`config.mk`:
```
export PLATFORM = sky130hd
export DESIGN_NAME = sndirq_ctrl
export DESIGN_NICKNAME = d
export VERILOG_FILES = /design/src/rtl/sndirq_pkg.sv /design/src/rtl/sndirq_decode.sv /design/src/rtl/sndirq_pending.sv /design/src/rtl/sndirq_sems.sv /design/src/rtl/sndirq_rdmux.sv /design/src/rtl/sndirq_ctrl.sv
export SDC_FILE = /design/constraint.sdc
export NUM_CORES = 1
export LEC_CHECK = 0
export BUFFER_PORTS_ARGS = -buffer_cell sky130_fd_sc_hd__buf_4
export CAP_MARGIN = 25
export CORE_UTILIZATION = 30
export CTS_BUF_LIST = sky130_fd_sc_hd__clkbuf_8
export DETAILED_ROUTE_END_ITERATION = 10
export GPL_TIMING_DRIVEN = 0
export PLACE_DENSITY = 0.77
export SYNTH_ARGS = -nofsm -noshare
export SYNTH_HDL_FRONTEND = slang
export SYNTH_SLANG_ARGS = --single-unit
```
`constraint.sdc`:
```
create_clock -name clk -period 2.5 [get_ports clk]
set_input_delay 0.5 -clock clk [delete_from_list [all_inputs] [get_ports clk]]
set_output_delay 0.5 -clock clk [all_outputs]
set_load 0.01 [all_outputs]
```
`src/rtl/sndirq_pkg.sv`:
```
package sndirq_pkg;

    localparam int DATA_W = 8;
    localparam int DEC_W  = 8;
    localparam int COIN_W = 2;
    localparam int PEND_W = 3;

    // pending bit positions
    localparam int PB_CHIP_LVL    = 0;
    localparam int PB_HOST        = 1;
    localparam int PB_CHIP_STICKY = 2;

    // decoded port numbers (low address byte)
    localparam logic [DEC_W-1:0] PORT_LSEM_SET = 8'h10;
    localparam logic [DEC_W-1:0] PORT_LSEM_CLR = 8'h11;
    localparam logic [DEC_W-1:0] PORT_ACK_CHIP = 8'h12;
    localparam logic [DEC_W-1:0] PORT_ACK_HOST = 8'h13;
    localparam logic [DEC_W-1:0] PORT_STATUS   = 8'h20;
    localparam logic [DEC_W-1:0] PORT_COIN     = 8'h30;

    typedef struct packed {
        logic lsem_set;
        logic lsem_clr;
        logic ack_chip;
        logic ack_host;
    } wr_stb_t;

    typedef enum logic [1:0] {
        RSEL_NONE   = 2'd0,
        RSEL_STATUS = 2'd1,
        RSEL_COIN   = 2'd2
    } rsel_e;

    // set wins over clear
    function automatic logic sticky_next(input logic cur, input logic set, input logic clr);
        return set | (cur & ~clr);
    endfunction

endpackage

```
`src/rtl/sndirq_decode.sv`:
```
module sndirq_decode
    import sndirq_pkg::*;
#(
    parameter int ADDR_W = 16
) (
    input  logic              io_wr,
    input  logic              io_rd,
    input  logic [ADDR_W-1:0] io_addr,
    input  logic [DATA_W-1:0] io_wdata,
    output wr_stb_t           wstb,
    output rsel_e             rsel
);
    localparam int HI_W = ADDR_W - DEC_W;

    logic [DEC_W-1:0] lo;
    logic             unused_bits;

    assign lo          = io_addr[DEC_W-1:0];
    assign unused_bits = ^{io_addr[ADDR_W-1:ADDR_W-HI_W], io_wdata};

    always_comb begin
        wstb.lsem_set = io_wr && (lo == PORT_LSEM_SET);
        wstb.lsem_clr = io_wr && (lo == PORT_LSEM_CLR);
        wstb.ack_chip = io_wr && (lo == PORT_ACK_CHIP);
        wstb.ack_host = io_wr && (lo == PORT_ACK_HOST);
    end

    always_comb begin
        rsel = RSEL_NONE;
        if (io_rd) begin
            case (lo)
                PORT_STATUS: rsel = RSEL_STATUS;
                PORT_COIN:   rsel = RSEL_COIN;
                default:     rsel = RSEL_NONE;
            endcase
        end
    end

endmodule

```
`src/rtl/sndirq_pending.sv`:
```
module sndirq_pending
    import sndirq_pkg::*;
(
    input  logic              clk,
    input  logic              rst,
    input  logic              chip_lvl,
    input  logic              host_req,
    input  logic              ack_chip,
    input  logic              ack_host,
    output logic [PEND_W-1:0] pend
);
    logic              lvl_q;
    logic              chip_rise;
    logic              chip_fall;
    logic [PEND_W-1:0] set_v;
    logic [PEND_W-1:0] clr_v;

    assign chip_rise = chip_lvl & ~lvl_q;
    assign chip_fall = ~chip_lvl & lvl_q;

    always_ff @(posedge clk) begin
        if (rst) lvl_q <= 1'b0;
        else     lvl_q <= chip_lvl;
    end

    always_comb begin
        set_v = '0;
        clr_v = '0;
        set_v[PB_CHIP_LVL]    = chip_rise;
        clr_v[PB_CHIP_LVL]    = chip_fall;
        set_v[PB_HOST]        = host_req;
        clr_v[PB_HOST]        = ack_host;
        set_v[PB_CHIP_STICKY] = chip_rise;
        clr_v[PB_CHIP_STICKY] = ack_chip;
    end

    for (genvar g = 0; g < PEND_W; g++) begin : g_bit
        always_ff @(posedge clk) begin
            if (rst) pend[g] <= 1'b0;
            else     pend[g] <= sticky_next(pend[g], set_v[g], clr_v[g]);
        end
    end

    // sampled rise of the chip level sets both chip bits
    p_rise_sets_r2: assert property (@(posedge clk) disable iff (rst)
        $rose(chip_lvl) |=> (pend[PB_CHIP_LVL] && pend[PB_CHIP_STICKY]));

    // a fall clears the level copy
    p_fall_clears_r3: assert property (@(posedge clk) disable iff (rst)
        $fell(chip_lvl) |=> !pend[PB_CHIP_LVL]);

    // acknowledge without a new rise clears the sticky copy, leaves host bit
    p_ack_chip_r4: assert property (@(posedge clk) disable iff (rst)
        (ack_chip && !$rose(chip_lvl) && !host_req && !ack_host)
        |=> (!pend[PB_CHIP_STICKY] && pend[PB_HOST] == $past(pend[PB_HOST])));

    // host request sets bit 1 even with a simultaneous acknowledge
    p_host_set_r5: assert property (@(posedge clk) disable iff (rst)
        host_req |=> pend[PB_HOST]);

    p_host_clr_r5: assert property (@(posedge clk) disable iff (rst)
        (ack_host && !host_req) |=> !pend[PB_HOST]);

endmodule

```
`src/rtl/sndirq_sems.sv`:
```
module sndirq_sems (
    input  logic clk,
    input  logic rst,
    input  logic host_take,
    input  logic host_give,
    input  logic lsem_set,
    input  logic lsem_clr,
    output logic main_sem,
    output logic local_sem
);
    import sndirq_pkg::*;

    always_ff @(posedge clk) begin
        if (rst) begin
            main_sem  <= 1'b0;
            local_sem <= 1'b0;
        end else begin
            main_sem  <= sticky_next(main_sem,  host_take, host_give);
            local_sem <= sticky_next(local_sem, lsem_set,  lsem_clr);
        end
    end

    // take wins over give
    p_take_r8: assert property (@(posedge clk) disable iff (rst)
        host_take |=> main_sem);

    p_give_r8: assert property (@(posedge clk) disable iff (rst)
        (host_give && !host_take) |=> !main_sem);


    p_lsem_set_r7: assert property (@(posedge clk) disable iff (rst)
        lsem_set |=> local_sem);

    p_lsem_clr_r7: assert property (@(posedge clk) disable iff (rst)
        (lsem_clr && !lsem_set) |=> !local_sem);

    p_lsem_hold_r7: assert property (@(posedge clk) disable iff (rst)
        (!lsem_set && !lsem_clr) |=> $stable(local_sem));

endmodule

```
`src/rtl/sndirq_rdmux.sv`:
```
module sndirq_rdmux
    import sndirq_pkg::*;
(
    input  logic              clk,
    input  logic              rst,
    input  rsel_e             rsel,
    input  logic              main_sem,
    input  logic              host_pend,
    input  logic [COIN_W-1:0] coin,
    output logic [DATA_W-1:0] rdata
);
    always_comb begin
        rdata = '0;
        case (rsel)
            RSEL_STATUS: begin
                rdata[0] = main_sem;
                rdata[1] = host_pend;
            end
            RSEL_COIN:   rdata[COIN_W-1:0] = coin;
            default:     rdata = '0;
        endcase
    end

    // nothing is driven when no mapped port is read
    p_idle_zero_r12: assert property (@(posedge clk) disable iff (rst)
        (rsel == RSEL_NONE) |-> (rdata == '0));

    // status bit 1 tracks the host pending bit
    p_status_host_r12: assert property (@(posedge clk) disable iff (rst)
        (rsel == RSEL_STATUS) |-> (rdata[1] == host_pend && rdata[DATA_W-1:2] == '0));

endmodule

```
`src/rtl/sndirq_ctrl.sv`:
```
module sndirq_ctrl
    import sndirq_pkg::*;
#(
    parameter int ADDR_W = 16
) (
    input  logic              clk,
    input  logic              rst,
    input  logic              chip_irq_lvl,
    input  logic              host_irq_req,
    input  logic              host_sem_take,
    input  logic              host_sem_give,
    input  logic              io_wr,
    input  logic              io_rd,
    input  logic [ADDR_W-1:0] io_addr,
    input  logic [DATA_W-1:0] io_wdata,
    input  logic [COIN_W-1:0] coin_in,
    output logic              cpu_irq,
    output logic [DATA_W-1:0] io_rdata,
    output logic [DATA_W-1:0] host_flags
);
    wr_stb_t           wstb;
    rsel_e             rsel;
    logic [PEND_W-1:0] pend;
    logic              main_sem;
    logic              local_sem;

    sndirq_decode #(.ADDR_W(ADDR_W)) u_decode (
        .io_wr    (io_wr),
        .io_rd    (io_rd),
        .io_addr  (io_addr),
        .io_wdata (io_wdata),
        .wstb     (wstb),
        .rsel     (rsel)
    );

    sndirq_pending u_pending (
        .clk      (clk),
        .rst      (rst),
        .chip_lvl (chip_irq_lvl),
        .host_req (host_irq_req),
        .ack_chip (wstb.ack_chip),
        .ack_host (wstb.ack_host),
        .pend     (pend)
    );

    sndirq_sems u_sems (
        .clk       (clk),
        .rst       (rst),
        .host_take (host_sem_take),
        .host_give (host_sem_give),
        .lsem_set  (wstb.lsem_set),
        .lsem_clr  (wstb.lsem_clr),
        .main_sem  (main_sem),
        .local_sem (local_sem)
    );

    sndirq_rdmux u_rdmux (
        .clk       (clk),
        .rst       (rst),
        .rsel      (rsel),
        .main_sem  (main_sem),
        .host_pend (pend[PB_HOST]),
        .coin      (coin_in),
        .rdata     (io_rdata)
    );

    assign cpu_irq = |pend;

    always_comb begin
        host_flags    = '0;
        host_flags[0] = local_sem;
    end

    // interrupt is low in the cycle that follows a reset cycle
    p_reset_quiet_r1: assert property (@(posedge clk)
        $past(rst) |-> (!cpu_irq && host_flags == '0));

    // a host request always raises the interrupt on the next cycle
    p_host_irq_r6: assert property (@(posedge clk) disable iff (rst)
        host_irq_req |=> cpu_irq);

endmodule

```
==> results of run 1 <==
layout by cell type, fill, tap and decap left out, types with 2 or more instances in the layout:
master                      n
sky130_fd_sc_hd__a21oi_1    5
sky130_fd_sc_hd__conb_1    13
sky130_fd_sc_hd__dfxtp_1    6
sky130_fd_sc_hd__inv_1      5
sky130_fd_sc_hd__nor2_2     2
sky130_fd_sc_hd__ha_4       2
sky130_fd_sc_hd__a22oi_2    2
sky130_fd_sc_hd__clkbuf_8   3
sky130_fd_sc_hd__nand2_1    2
sky130_fd_sc_hd__buf_4     34
sky130_fd_sc_hd__nand3b_1   2
sky130_fd_sc_hd__o41ai_1    2
sky130_fd_sc_hd__buf_6      3
cell type report:
cell class	instances	area (sq um)
Clock buffer	3	41.29
Tap cell	15	18.77
Inverter	6	22.52
Fill cell	126	539.3
Multi-Input combinational cell	40	286.5
Timing Repair Buffer	23	183.9
Sequential cell	6	120.1
Buffer	14	105.1
flip-flops by register name, summed over array words and instances, names as in the netlist:
register / flops
u_sems.local_sem: 1
u_pending.pend: 3
u_pending.lvl_q: 1
u_sems.main_sem: 1
cell families after synthesis:
| kind of cell | synth area share |
|---|---|
| compound gates | 0.1628 |
| buf+inv | 0.3081 |
| fa+ha+maj | 0.05813 |
| flops | 0.2791 |
| simple gates | 0.1831 |
| other cells | 0.008713 |
power by group through the flow:
stage	Sequential, W	Combinational, W	Clock (W)
floorplan	0.000105	0.0000361	0
global placement	0.000106	0.0000631	0
detailed placement	0.000106	0.0000637	0
CTS	0.000105	0.0000691	0.000146
global route	0.000106	0.0000765	0.000150
finish	0.000105	0.0000693	0.000142
what timing repair did:
action | 4_1_cts | 5_1_grt
pin swaps | 7 | 8
hold endpoints to repair | 0 | 0
gates resized for setup | 12 | 6
endpoints found under the setup margin | 2 | 2
setup buffers | 2 | 0
cell usage after synthesis (all sizes together) (2+ instances only):
cell,number,area share
buf,15,0.26
dfxtp,6,0.28
inv,6,0.052
a21oi,5,0.058
nor2,3,0.026
a22oi,2,0.035
ha,2,0.058
nand2,2,0.017
nand3b,2,0.035
o41ai,2,0.041
or4,2,0.035
critical path: stages:
cell                      delay, ns
sky130_fd_sc_hd__buf_6         0.09
sky130_fd_sc_hd__or4_4         0.56
sky130_fd_sc_hd__nor4_4        0.26
sky130_fd_sc_hd__inv_2         0.08
sky130_fd_sc_hd__ha_4          0.17
sky130_fd_sc_hd__a22oi_2       0.17
sky130_fd_sc_hd__nor2_2        0.04
sky130_fd_sc_hd__buf_4         0.14
per-stage QoR:
stage / cells / TNS (ns) / cell area, sq um / setup WS (ns)
2_1_floorplan: 67 / 0 / 475.5 / 0.03078
3_3_place_gp: 103 / -0.5274 / 651.9 / -0.2642
3_5_place_dp: 103 / -0.6072 / 651.9 / -0.3062
4_1_cts: 108 / -0.3152 / 765.7 / -0.1605
5_1_grt: 107 / -0.1585 / 778.2 / -0.09081
6_report: 107 / -0.004169 / 778.2 / -0.004169
per-layer routing:
metal | share of wire | track usage | wire, um
met2 | 0.51 | 0.2016 | 439
met1 | 0.38 | 0.1380 | 325
met4 | 0.034 | 0.1293 | 29
met3 | 0.077 | 0.03409 | 66
met5 | 0 | 0 | 0
worst paths after layout:
path | cells past startpoint | to | from
worst max-delay path | 8 | io_rdata[1] | io_addr[3]
worst min-delay path | 2 | u_pending.pend[2]$_SDFF_PP0_ | u_pending.pend[2]$_SDFF_PP0_
worst max register to register | 3 | u_pending.pend[0]$_SDFF_PP0_ | u_pending.lvl_q$_SDFF_PP0_
worst min register to register | 2 | u_pending.pend[2]$_SDFF_PP0_ | u_pending.pend[2]$_SDFF_PP0_
==> results.rst, run 1 <==
.. list-table::
   :header-rows: 1

   * - Metric
     - Value
   * - Result of the run
     - complete, but fails checks
   * - Failing checks
     - negative setup slack
   * - Longest Clk Path Bufs
     - 2
   * - Sequential cell fraction of total power
     - 0.332
   * - Starting density of the core
     - 0.3267
   * - Gr usage total
     - 0.1307
   * - Leakage Power
     - 0.3816 nW
   * - Final period util
     - 1.002
   * - Share of the core filled with cells
     - 0.5907
   * - Synthesized area per cell
     - 7.826 sq um
   * - Post-detailed-route wirelength per cell
     - 8.037 um
   * - Placement Rows
     - 13
   * - Kind of critical path
     - primary input to primary output
   * - Final slew viol count
     - 0
   * - Die width
     - 39.88 um
   * - Number of enable-type register cells in the synthesized netlist
     - 0
   * - Synth warn
     - 0
   * - Switching power as a share of total power
     - 0.2216
   * - Layout cells sized above 1
     - 0.5435
   * - Category of the worst setup path capture point
     - primary output
   * - Pin count of the biggest net entering global routing
     - 7
   * - Die Height
     - 39.88 um
   * - Count of inserted antenna diode cells
     - 0
   * - Nets@finish
     - 130
   * - Worst path required time
     - 2.00 ns
   * - Share of total power in combinational logic
     - 0.219
   * - DR pass1 iterations
     - 2
   * - Maximum clock rate
     - 399.3 MHz
   * - Largest voltage drop on the vdd net
     - 0.0004010 V
   * - Number of top-level pins
     - 51
   * - HPWL after detailed placement
     - 702.9 um
   * - # DRC
     - 0
   * - Class of the tightest hold or removal check
     - register to register
   * - Crit path time final
     - 2.504 ns
   * - CTS HTree Levels
     - 1
   * - Count of buffers from port buffering
     - 21
   * - Clock tree from TritonCTS
     - yes
   * - DRT Wirelength
     - 860 um
   * - Synthesis-stage register bit count
     - 6
   * - Number of instances in the synthesized netlist
     - 55
   * - Latest clock arrival within the worst-skew pair
     - 0.22 ns
   * - Hold Worst Slack
     - 0.4622 ns
   * - Critical Path Start Type
     - primary input
   * - Final Setup Violations
     - 1
   * - First-pass GRT wire length
     - 1.304 mm
   * - Clock share of power
     - 0.449
   * - Tot Pwr
     - 0.0003162 W
   * - Core box area
     - 1318 sq um
   * - Largest driver fanout on the critical path
     - 3
   * - Violation count after the first detailed-route iteration
     - 2
   * - P&R area growth vs syn
     - 80.81%
   * - Power per cell area
     - 406.3 nW/um^2
   * - TritonCTS buffer count
     - 3
   * - Proportion of synthesized chip area in sequential cells
     - 0.2791
   * - TritonCTS Sinks
     - 6
   * - Cell chosen for the clock root
     - sky130_fd_sc_hd__clkbuf_8
   * - Switching power of the nets
     - 0.00007009 W
   * - Number of max-capacitance violations reported
     - 0
   * - Mapped cell area
     - 430.4 sq um
   * - Clock input transition at the sequential cells of the worst setup and hold paths
     - 0.03 ns
   * - Vias after detailed routing
     - 440
   * - Detailed-route vias per instance
     - 4.112
   * - Total grt overflow
     - 0
   * - Data arrival time of the worst path
     - 2.00 ns
   * - Number of endpoints with negative hold slack in the final report
     - 0
   * - Setup slack of the most critical reg-to-reg path
     - 1.83 ns
   * - Die area
     - 1590 sq um
   * - Setup skew after layout
     - 0.00003990 ns
   * - Post-CTS Hold Buffers
     - 0
   * - Antenna-violating nets left
     - 0
   * - Initial antenna violation count
     - 0
   * - Setup ws final
     - -0.004169 ns
   * - Unrepaired setup endpoints after global routing
     - true
   * - Leading register cell type out of synthesis
     - sky130_fd_sc_hd__dfxtp_1
   * - Post-synthesis cell type count
     - 20
   * - Share of flip-flops with an asynchronous set or reset
     - 0
   * - Final weighted congestion in routability-driven placement
     - 0.6359
   * - Vias in the first global route
     - 342
   * - Internal portion of total power
     - 0.0002461 W
Note: power is estimated with default switching activity, not from simulation.
==> run 2, diff against run 1 <==
--- a/config.mk
+++ b/config.mk
@@ -5,13 +5,13 @@
 export SDC_FILE = /design/constraint.sdc
 export NUM_CORES = 1
 export LEC_CHECK = 0
-export BUFFER_PORTS_ARGS = -buffer_cell sky130_fd_sc_hd__buf_4
+export BUFFER_PORTS_ARGS = -buffer_cell sky130_fd_sc_hd__buf_2
 export CAP_MARGIN = 25
-export CORE_UTILIZATION = 30
+export CORE_UTILIZATION = 33
 export CTS_BUF_LIST = sky130_fd_sc_hd__clkbuf_8
 export DETAILED_ROUTE_END_ITERATION = 10
 export GPL_TIMING_DRIVEN = 0
-export PLACE_DENSITY = 0.77
+export PLACE_DENSITY = 0.8
 export SYNTH_ARGS = -nofsm -noshare
 export SYNTH_HDL_FRONTEND = slang
 export SYNTH_SLANG_ARGS = --single-unit
==> constraint.sdc (replaced) <==
create_clock -name clk -period 2.4 [get_ports clk]
set_input_delay 0.48 -clock clk [delete_from_list [all_inputs] [get_ports clk]]
set_output_delay 0.48 -clock clk [all_outputs]
set_load 0.01 [all_outputs]
==> results.rst, run 2 (synthesized netlist as in run 1, its figures left out) <==
.. list-table::
   :header-rows: 1

   * - Metric
     - Value
   * - Setup slack of the most critical reg-to-reg path
     - 1.73 ns (-0.10 ns)
   * - DR pass1 iterations
     - 2 (unchanged)
   * - Die width
     - 38.12 um (-4.4%)
   * - TritonCTS buffer count
     - 3 (unchanged)
   * - Pin count of the biggest net entering global routing
     - 7 (unchanged)
   * - P&R area growth vs syn
     - 59.88%
   * - Hold Path Origin
     - u_sems.local_sem$_SDFF_PP0_
   * - Final-layout fill cell count
     - 121 (-4.0%)
   * - Setup skew after layout
     - 0.002550 ns (+0.002510 ns)
   * - Number of max-capacitance violations reported
     - 0 (unchanged)
   * - Layout cells sized above 1
     - 0.4945 (-0.04897)
   * - Kind of critical path
     - primary input to primary output
   * - First-pass GRT wire length
     - 1.469 mm (+13%)
   * - Count of buffers from port buffering
     - 21 (unchanged)
   * - Setup ws final
     - -0.04413 ns (-0.03996 ns)
   * - Number of top-level pins
     - 51 (unchanged)
   * - TritonCTS Sinks
     - 6 (unchanged)
   * - Initial antenna violation count
     - 0 (unchanged)
   * - Cell chosen for the clock root
     - sky130_fd_sc_hd__clkbuf_8
   * - Logic depth of the worst register-to-register path
     - 3 (unchanged)
   * - Clock tree from TritonCTS
     - yes
   * - Worst path required time
     - 1.92 ns (-0.08 ns)
   * - Maximum clock rate
     - 409.1 MHz
   * - Post-detailed-route wirelength per cell
     - 9.038 um (+12%)
   * - Capturing point of the worst reg2reg path
     - u_pending.pend[0]$_SDFF_PP0_
   * - Number of endpoints with negative hold slack in the final report
     - 0 (unchanged)
   * - Critical Path Start Type
     - primary input
   * - DRT Wirelength
     - 949 um (+10%)
   * - Vias after detailed routing
     - 455 (+3.4%)
   * - Antenna-violating nets left
     - 0 (unchanged)
   * - Multi-input logic area
     - 262.8 sq um (-8.3%)
   * - Register with the highest flop count
     - u_pending.pend
   * - Vias in the first global route
     - 382 (+12%)
   * - Detailed-route vias per instance
     - 4.333 (+5.4%)
   * - Launching point of the worst reg2reg path
     - u_pending.lvl_q$_SDFF_PP0_
   * - Violation count after the first detailed-route iteration
     - 5 (+3)
   * - Power per cell area
     - 465.9 nW/um^2 (+15%)
   * - Post-CTS Hold Buffers
     - 0 (unchanged)
   * - Nets@finish
     - 129 (-0.77%)
   * - Category of the worst setup path capture point
     - primary output
   * - Core box area
     - 1156 sq um (-12%)
   * - Leakage Power
     - 0.3612 nW (-5.4%)
   * - Failing checks
     - negative setup slack
   * - Starting density of the core
     - 0.3723 (+0.04561)
   * - Placement Rows
     - 12 (-1)
   * - Count of inserted antenna diode cells
     - 0 (unchanged)
   * - # DRC
     - 0 (unchanged)
   * - Most common cell after layout, fill and taps aside
     - sky130_fd_sc_hd__buf_2
   * - Number of stages on the worst hold path
     - 2 (unchanged)
   * - HPWL after detailed placement
     - 754.8 um (+7.4%)
   * - Result of the run
     - complete, but fails checks
   * - CTS HTree Levels
     - 1 (unchanged)
   * - Largest driver fanout on the critical path
     - 3 (unchanged)
   * - Data arrival time of the worst path
     - 1.96 ns (-0.04 ns)
   * - Hold EP
     - u_sems.local_sem$_SDFF_PP0_
   * - Latest clock arrival within the worst-skew pair
     - 0.22 ns (about the same)
   * - Final period util
     - 1.018
   * - Die Height
     - 38.12 um (-4.4%)
   * - Critical path origin
     - io_addr[6]
   * - Die area
     - 1453 sq um (-8.6%)
   * - Final Setup Violations
     - 2 (+1)
   * - Crit path time final
     - 2.444 ns
   * - Top library cells by usage in the layout, fill and taps aside
     - 20 x sky130_fd_sc_hd__buf_2, 15 x sky130_fd_sc_hd__buf_4, 13 x sky130_fd_sc_hd__conb_1, 6 x sky130_fd_sc_hd__inv_1, 6 x sky130_fd_sc_hd__dfxtp_1
   * - Max FFs per register
     - 3 (unchanged)
   * - Longest Clk Path Bufs
     - 2 (unchanged)
   * - Share of the core filled with cells
     - 0.5952 (+0.004545)
   * - Register area
     - 120.1 sq um (unchanged)
   * - Unrepaired setup endpoints after global routing
     - true
   * - Clock input transition at the sequential cells of the worst setup and hold paths
     - 0.04 ns (about the same)
   * - Setup WS pre-CTS
     - -0.2476 ns (+0.05860 ns)
   * - Class of the tightest hold or removal check
     - register to register
   * - Largest voltage drop on the vdd net
     - 0.0004594 V (+15%)
   * - Final slew viol count
     - 0 (unchanged)
   * - Gr usage total
     - 0.1569 (+0.02625)
   * - Total grt overflow
     - 0 (unchanged)
   * - Final weighted congestion in routability-driven placement
     - 0.7209 (+13%)
==> run 2: changes by cell type in the layout (fill, tap and decap cells not counted), moves of 2 or more <==
cell                     change
sky130_fd_sc_hd__buf_2      +20
sky130_fd_sc_hd__buf_4      -19
sky130_fd_sc_hd__buf_6       -2
sky130_fd_sc_hd__ha_2        +2
sky130_fd_sc_hd__ha_4        -2
sky130_fd_sc_hd__nor2_1      +2
sky130_fd_sc_hd__nor2_2      -2
==> run 2: what timing repair did <==
action / CTS / global route
pin swaps: 8 / 0
setup buffers: 1 / 0
gates resized for setup: 10 / 0
setup endpoints to repair: 2 / 2
==> run 2: critical path, cell delays in order <==
cell	delay (ns)
sky130_fd_sc_hd__buf_6	0.09
sky130_fd_sc_hd__or4_4	0.57
sky130_fd_sc_hd__nor4_4	0.19
sky130_fd_sc_hd__inv_1	0.08
sky130_fd_sc_hd__ha_2	0.19
sky130_fd_sc_hd__a22oi_2	0.18
sky130_fd_sc_hd__nor2_1	0.06
sky130_fd_sc_hd__buf_2	0.13
==> run 2: how the worst max path moves through the flow <==
| stage | endpoint | slack, ns | cells past startpoint |
|---|---|---|---|
| floorplan | io_rdata[0] | 0.03 | 7 |
| global placement | io_rdata[0] | -0.22 | 9 |
| detailed placement | io_rdata[0] | -0.25 | 9 |
| CTS | io_rdata[0] | -0.1 | 9 |
| global route | io_rdata[1] | -0.10 | 8 |
| finish | io_rdata[0] | -0.04 | 8 |
==> run 2: through the flow <==
stage | hold WS (ns) | area, sq um | total power (W) | setup TNS (ns) | cells
floorplan | 0.4310 | 481.7 | 0.0001474 | 0 | 67
finish | 0.4663 | 688.2 | 0.0003206 | -0.07406 | 105
detailed placement | 0.4587 | 604.3 | 0.0001686 | -0.4665 | 102
global route | 0.4911 | 688.2 | 0.0003428 | -0.2082 | 105
CTS | 0.4650 | 699.4 | 0.0003247 | -0.1810 | 106
global placement | 0.4511 | 604.3 | 0.0001674 | -0.4372 | 102
==> run 2: final cells by class <==
cell class | count | share of cell area
well taps | 14 | 0.02545
inverters | 6 | 0.03273
flip-flops and latches | 6 | 0.1745
repair buffers | 22 | 0.1727
multi-input cells | 40 | 0.3818
plain buffers | 14 | 0.1527
clock buffers | 3 | 0.06000
==> run 2: metal layers <==
layer	wire [um]	vias to the layer above	GRT usage
met5	0	-	0
met4	34	0	0.1607
met3	76	4	0.03488
met2	472	19	0.2500
met1	366	199	0.1631
li1	-	233	-
==> run 2: power breakdown <==
group | leakage [nW] | switching (W) | internal [W] | total (W)
clock | 0.0216 | 0.0000398 | 0.000107 | 0.000147
combinational | 0.290 | 0.0000307 | 0.0000333 | 0.0000640
sequential | 0.0498 | 0.00000309 | 0.000106 | 0.000109
total | 0.361 | 0.0000737 | 0.000247 | 0.000321
==> run 3, diff against run 2 <==
--- a/config.mk
+++ b/config.mk
@@ -5,13 +5,13 @@
 export SDC_FILE = /design/constraint.sdc
 export NUM_CORES = 1
 export LEC_CHECK = 0
-export BUFFER_PORTS_ARGS = -buffer_cell sky130_fd_sc_hd__buf_2
 export CAP_MARGIN = 25
-export CORE_UTILIZATION = 33
+export CORE_AREA = 2 2 39 41
 export CTS_BUF_LIST = sky130_fd_sc_hd__clkbuf_8
 export DETAILED_ROUTE_END_ITERATION = 10
+export DIE_AREA = 0 0 41 43
+export DONT_BUFFER_PORTS = 1
 export GPL_TIMING_DRIVEN = 0
-export PLACE_DENSITY = 0.8
 export SYNTH_ARGS = -nofsm -noshare
 export SYNTH_HDL_FRONTEND = slang
 export SYNTH_SLANG_ARGS = --single-unit
==> results.rst, run 3 (synthesized netlist as in run 1, its figures left out) <==
.. list-table::
   :header-rows: 1

   * - Metric
     - Value
   * - Tot Pwr
     - 0.0002977 W (-7.1%)
   * - Nets@finish
     - 108 (-16%)
   * - Kind of critical path
     - primary input to primary output
   * - Clock input transition at the sequential cells of the worst setup and hold paths
     - 0.03 ns (about the same)
   * - Setup skew after layout
     - 0.0009345 ns (-0.001616 ns)
   * - Final slew viol count
     - 0 (unchanged)
   * - Final Setup Violations
     - 0 (-2)
   * - Data arrival time of the worst path
     - 1.83 ns (-0.13 ns)
   * - Logic depth of the worst register-to-register path
     - 3 (unchanged)
   * - Number of top-level pins
     - 51 (unchanged)
   * - Die width
     - 41 um (+7.6%)
   * - Layout cells sized above 1
     - 0.3714 (-0.1231)
   * - Result of the run
     - finished clean
   * - Detailed-route vias per instance
     - 4.326 (-0.18%)
   * - Most common cell after layout, fill and taps aside
     - sky130_fd_sc_hd__buf_4
   * - Clock tree from TritonCTS
     - yes
   * - Maximum clock rate
     - 433.8 MHz (+6.0%)
   * - Power per cell area
     - 504.1 nW/um^2 (+8.2%)
   * - Largest driver fanout on the critical path
     - 3 (unchanged)
   * - Top library cells by usage in the layout, fill and taps aside
     - 15 x sky130_fd_sc_hd__buf_4, 13 x sky130_fd_sc_hd__conb_1, 6 x sky130_fd_sc_hd__inv_1, 6 x sky130_fd_sc_hd__dfxtp_1, 5 x sky130_fd_sc_hd__a21oi_1
   * - Number of endpoints with negative hold slack in the final report
     - 0 (unchanged)
   * - Register with the highest flop count
     - u_pending.pend
   * - Vias in the first global route
     - 339 (-11%)
   * - Die area
     - 1763 sq um (+21%)
   * - Max FFs per register
     - 3 (unchanged)
   * - DR pass1 iterations
     - 2 (unchanged)
   * - TritonCTS buffer count
     - 3 (unchanged)
   * - Pin count of the biggest net entering global routing
     - 7 (unchanged)
   * - TNS Setup
     - 0 ns (+0.07406 ns)
   * - Largest voltage drop on the vdd net
     - 0.0002707 V (-41%)
   * - WP buf/inv
     - 1 (-2)
   * - Final-layout fill cell count
     - 155 (+28%)
   * - Final weighted congestion in routability-driven placement
     - 0.6295 (-13%)
   * - Total grt overflow
     - 0 (unchanged)
   * - Setup slack of the most critical reg-to-reg path
     - 1.73 ns (about the same)
   * - Stages on the worst setup path
     - 6 (-2)
   * - Leakage Power
     - 0.2684 nW (-26%)
   * - Number of max-capacitance violations reported
     - 0 (unchanged)
   * - Crit path capture
     - io_rdata[0]
   * - Cell chosen for the clock root
     - sky130_fd_sc_hd__clkbuf_8
   * - Category of cells accounting for the largest share of critical-path delay
     - simple AND/OR/NAND/NOR gates
   * - Critical path origin
     - io_addr[3]
   * - Count of buffers from port buffering
     - 0 (-100%)
   * - Die Height
     - 43 um (+13%)
   * - First-pass GRT wire length
     - 1.262 mm (-14%)
   * - Capturing point of the worst reg2reg path
     - u_pending.pend[0]$_SDFF_PP0_
   * - Worst-path cell chain
     - or4_4 -> nor4_4 -> inv_1 -> ha_4 -> a22oi_2 -> nor2_2
   * - CTS HTree Levels
     - 1 (unchanged)
   * - Longest Clk Path Bufs
     - 2 (unchanged)
   * - DRT Wirelength
     - 788 um (-17%)
   * - Slowest-stage cell, CP
     - sky130_fd_sc_hd__or4_4
   * - Delay of the slowest cell on the worst path
     - 0.56 ns (about the same)
   * - Placement Rows
     - 14 (+2)
   * - P&R area growth vs syn
     - 37.21%
   * - TritonCTS Sinks
     - 6 (unchanged)
   * - Latest clock arrival within the worst-skew pair
     - 0.22 ns (about the same)
   * - Post-detailed-route wirelength per cell
     - 9.163 um (+1.4%)
   * - Launching point of the worst reg2reg path
     - u_pending.lvl_q$_SDFF_PP0_
   * - Vias after detailed routing
     - 372 (-18%)
   * - Antenna-violating nets left
     - 0 (unchanged)
   * - Count of inserted antenna diode cells
     - 0 (unchanged)
   * - Final period util
     - 0.9605 (-0.05786)
   * - Post-CTS Hold Buffers
     - 0 (unchanged)
   * - # DRC
     - 0 (unchanged)
   * - Initial antenna violation count
     - 0 (unchanged)
   * - Starting density of the core
     - 0.3110 (-0.06126)
   * - HPWL after detailed placement
     - 657.3 um (-13%)
   * - Core box area
     - 1384 sq um (+20%)
   * - Violation count after the first detailed-route iteration
     - 1 (-4)
   * - Class of the tightest hold or removal check
     - primary input to register
   * - Critical Path Start Type
     - primary input
   * - Unrepaired setup endpoints after global routing
     - false
   * - Gr usage total
     - 0.1047 (-0.05220)
   * - Worst path required time
     - 1.92 ns (about the same)
   * - Category of the worst setup path capture point
     - primary output
   * - Crit path time final
     - 2.305 ns (-0.1389 ns)
==> run 3: area by class of cell <==
type,count,area [sq um],area share
buffer,14,105.1,0.1780
clock buffer,3,41.29,0.06992
inverter,6,22.52,0.03814
multi-input combinational,40,274.0,0.4640
sequential,6,120.1,0.2034
tap,16,20.02,0.03390
timing repair buffer,1,7.507,0.01271
==> run 3: worst min-delay path by stage <==
stage	slack (ns)	start	depth (start not counted)	end
global route	0.32	rst	1	u_pending.pend[0]$_SDFF_PP0_
floorplan	0.43	u_pending.pend[2]$_SDFF_PP0_	2	u_pending.pend[2]$_SDFF_PP0_
global placement	0.44	u_pending.pend[2]$_SDFF_PP0_	2	u_pending.pend[2]$_SDFF_PP0_
finish	0.33	rst	1	u_pending.pend[2]$_SDFF_PP0_
CTS	0.32	rst	1	u_pending.pend[2]$_SDFF_PP0_
detailed placement	0.45	u_pending.pend[2]$_SDFF_PP0_	2	u_pending.pend[2]$_SDFF_PP0_
==> run 3: repair_timing <==
| item | in CTS | in global routing |
|---|---|---|
| cloned | 0 | 0 |
| setup endpoints to repair | 2 | 2 |
| pin swaps | 2 | 5 |
| gates resized for setup | 6 | 5 |
| setup buffers | 1 | 0 |
==> run 3: report_power, final <==
group / internal [W] / total (W) / leakage, nW / switching (W)
Clock: 0.000107 / 0.000147 / 0.0216 / 0.0000391
Sequential: 0.000106 / 0.000109 / 0.0498 / 0.00000290
Combinational: 0.0000217 / 0.0000421 / 0.197 / 0.0000203
Total: 0.000235 / 0.000298 / 0.268 / 0.0000624
==> run 3: metal layers <==
metal,up-vias,GRT usage,part of all wire
met5,-,0,0
met4,0,0.08000,0.023
met3,2,0.02618,0.13
met2,21,0.1750,0.49
met1,158,0.1006,0.35
li1,191,-,-
==> run 3: stage by stage <==
step / instances / utilization / instance area, sq um / worst slack [ns] / hold slack (ns)
global placement: 83 / 0.3626 / 501.7 / -0.05795 / 0.4441
CTS: 87 / 0.4168 / 576.8 / -0.03991 / 0.3210
global route: 86 / 0.4268 / 590.6 / 0.02055 / 0.3192
floorplan: 67 / - / 481.7 / 0.03060 / 0.4310
detailed placement: 83 / 0.3626 / 501.7 / -0.08979 / 0.4515
finish: 86 / 0.4268 / 590.6 / 0.09473 / 0.3260
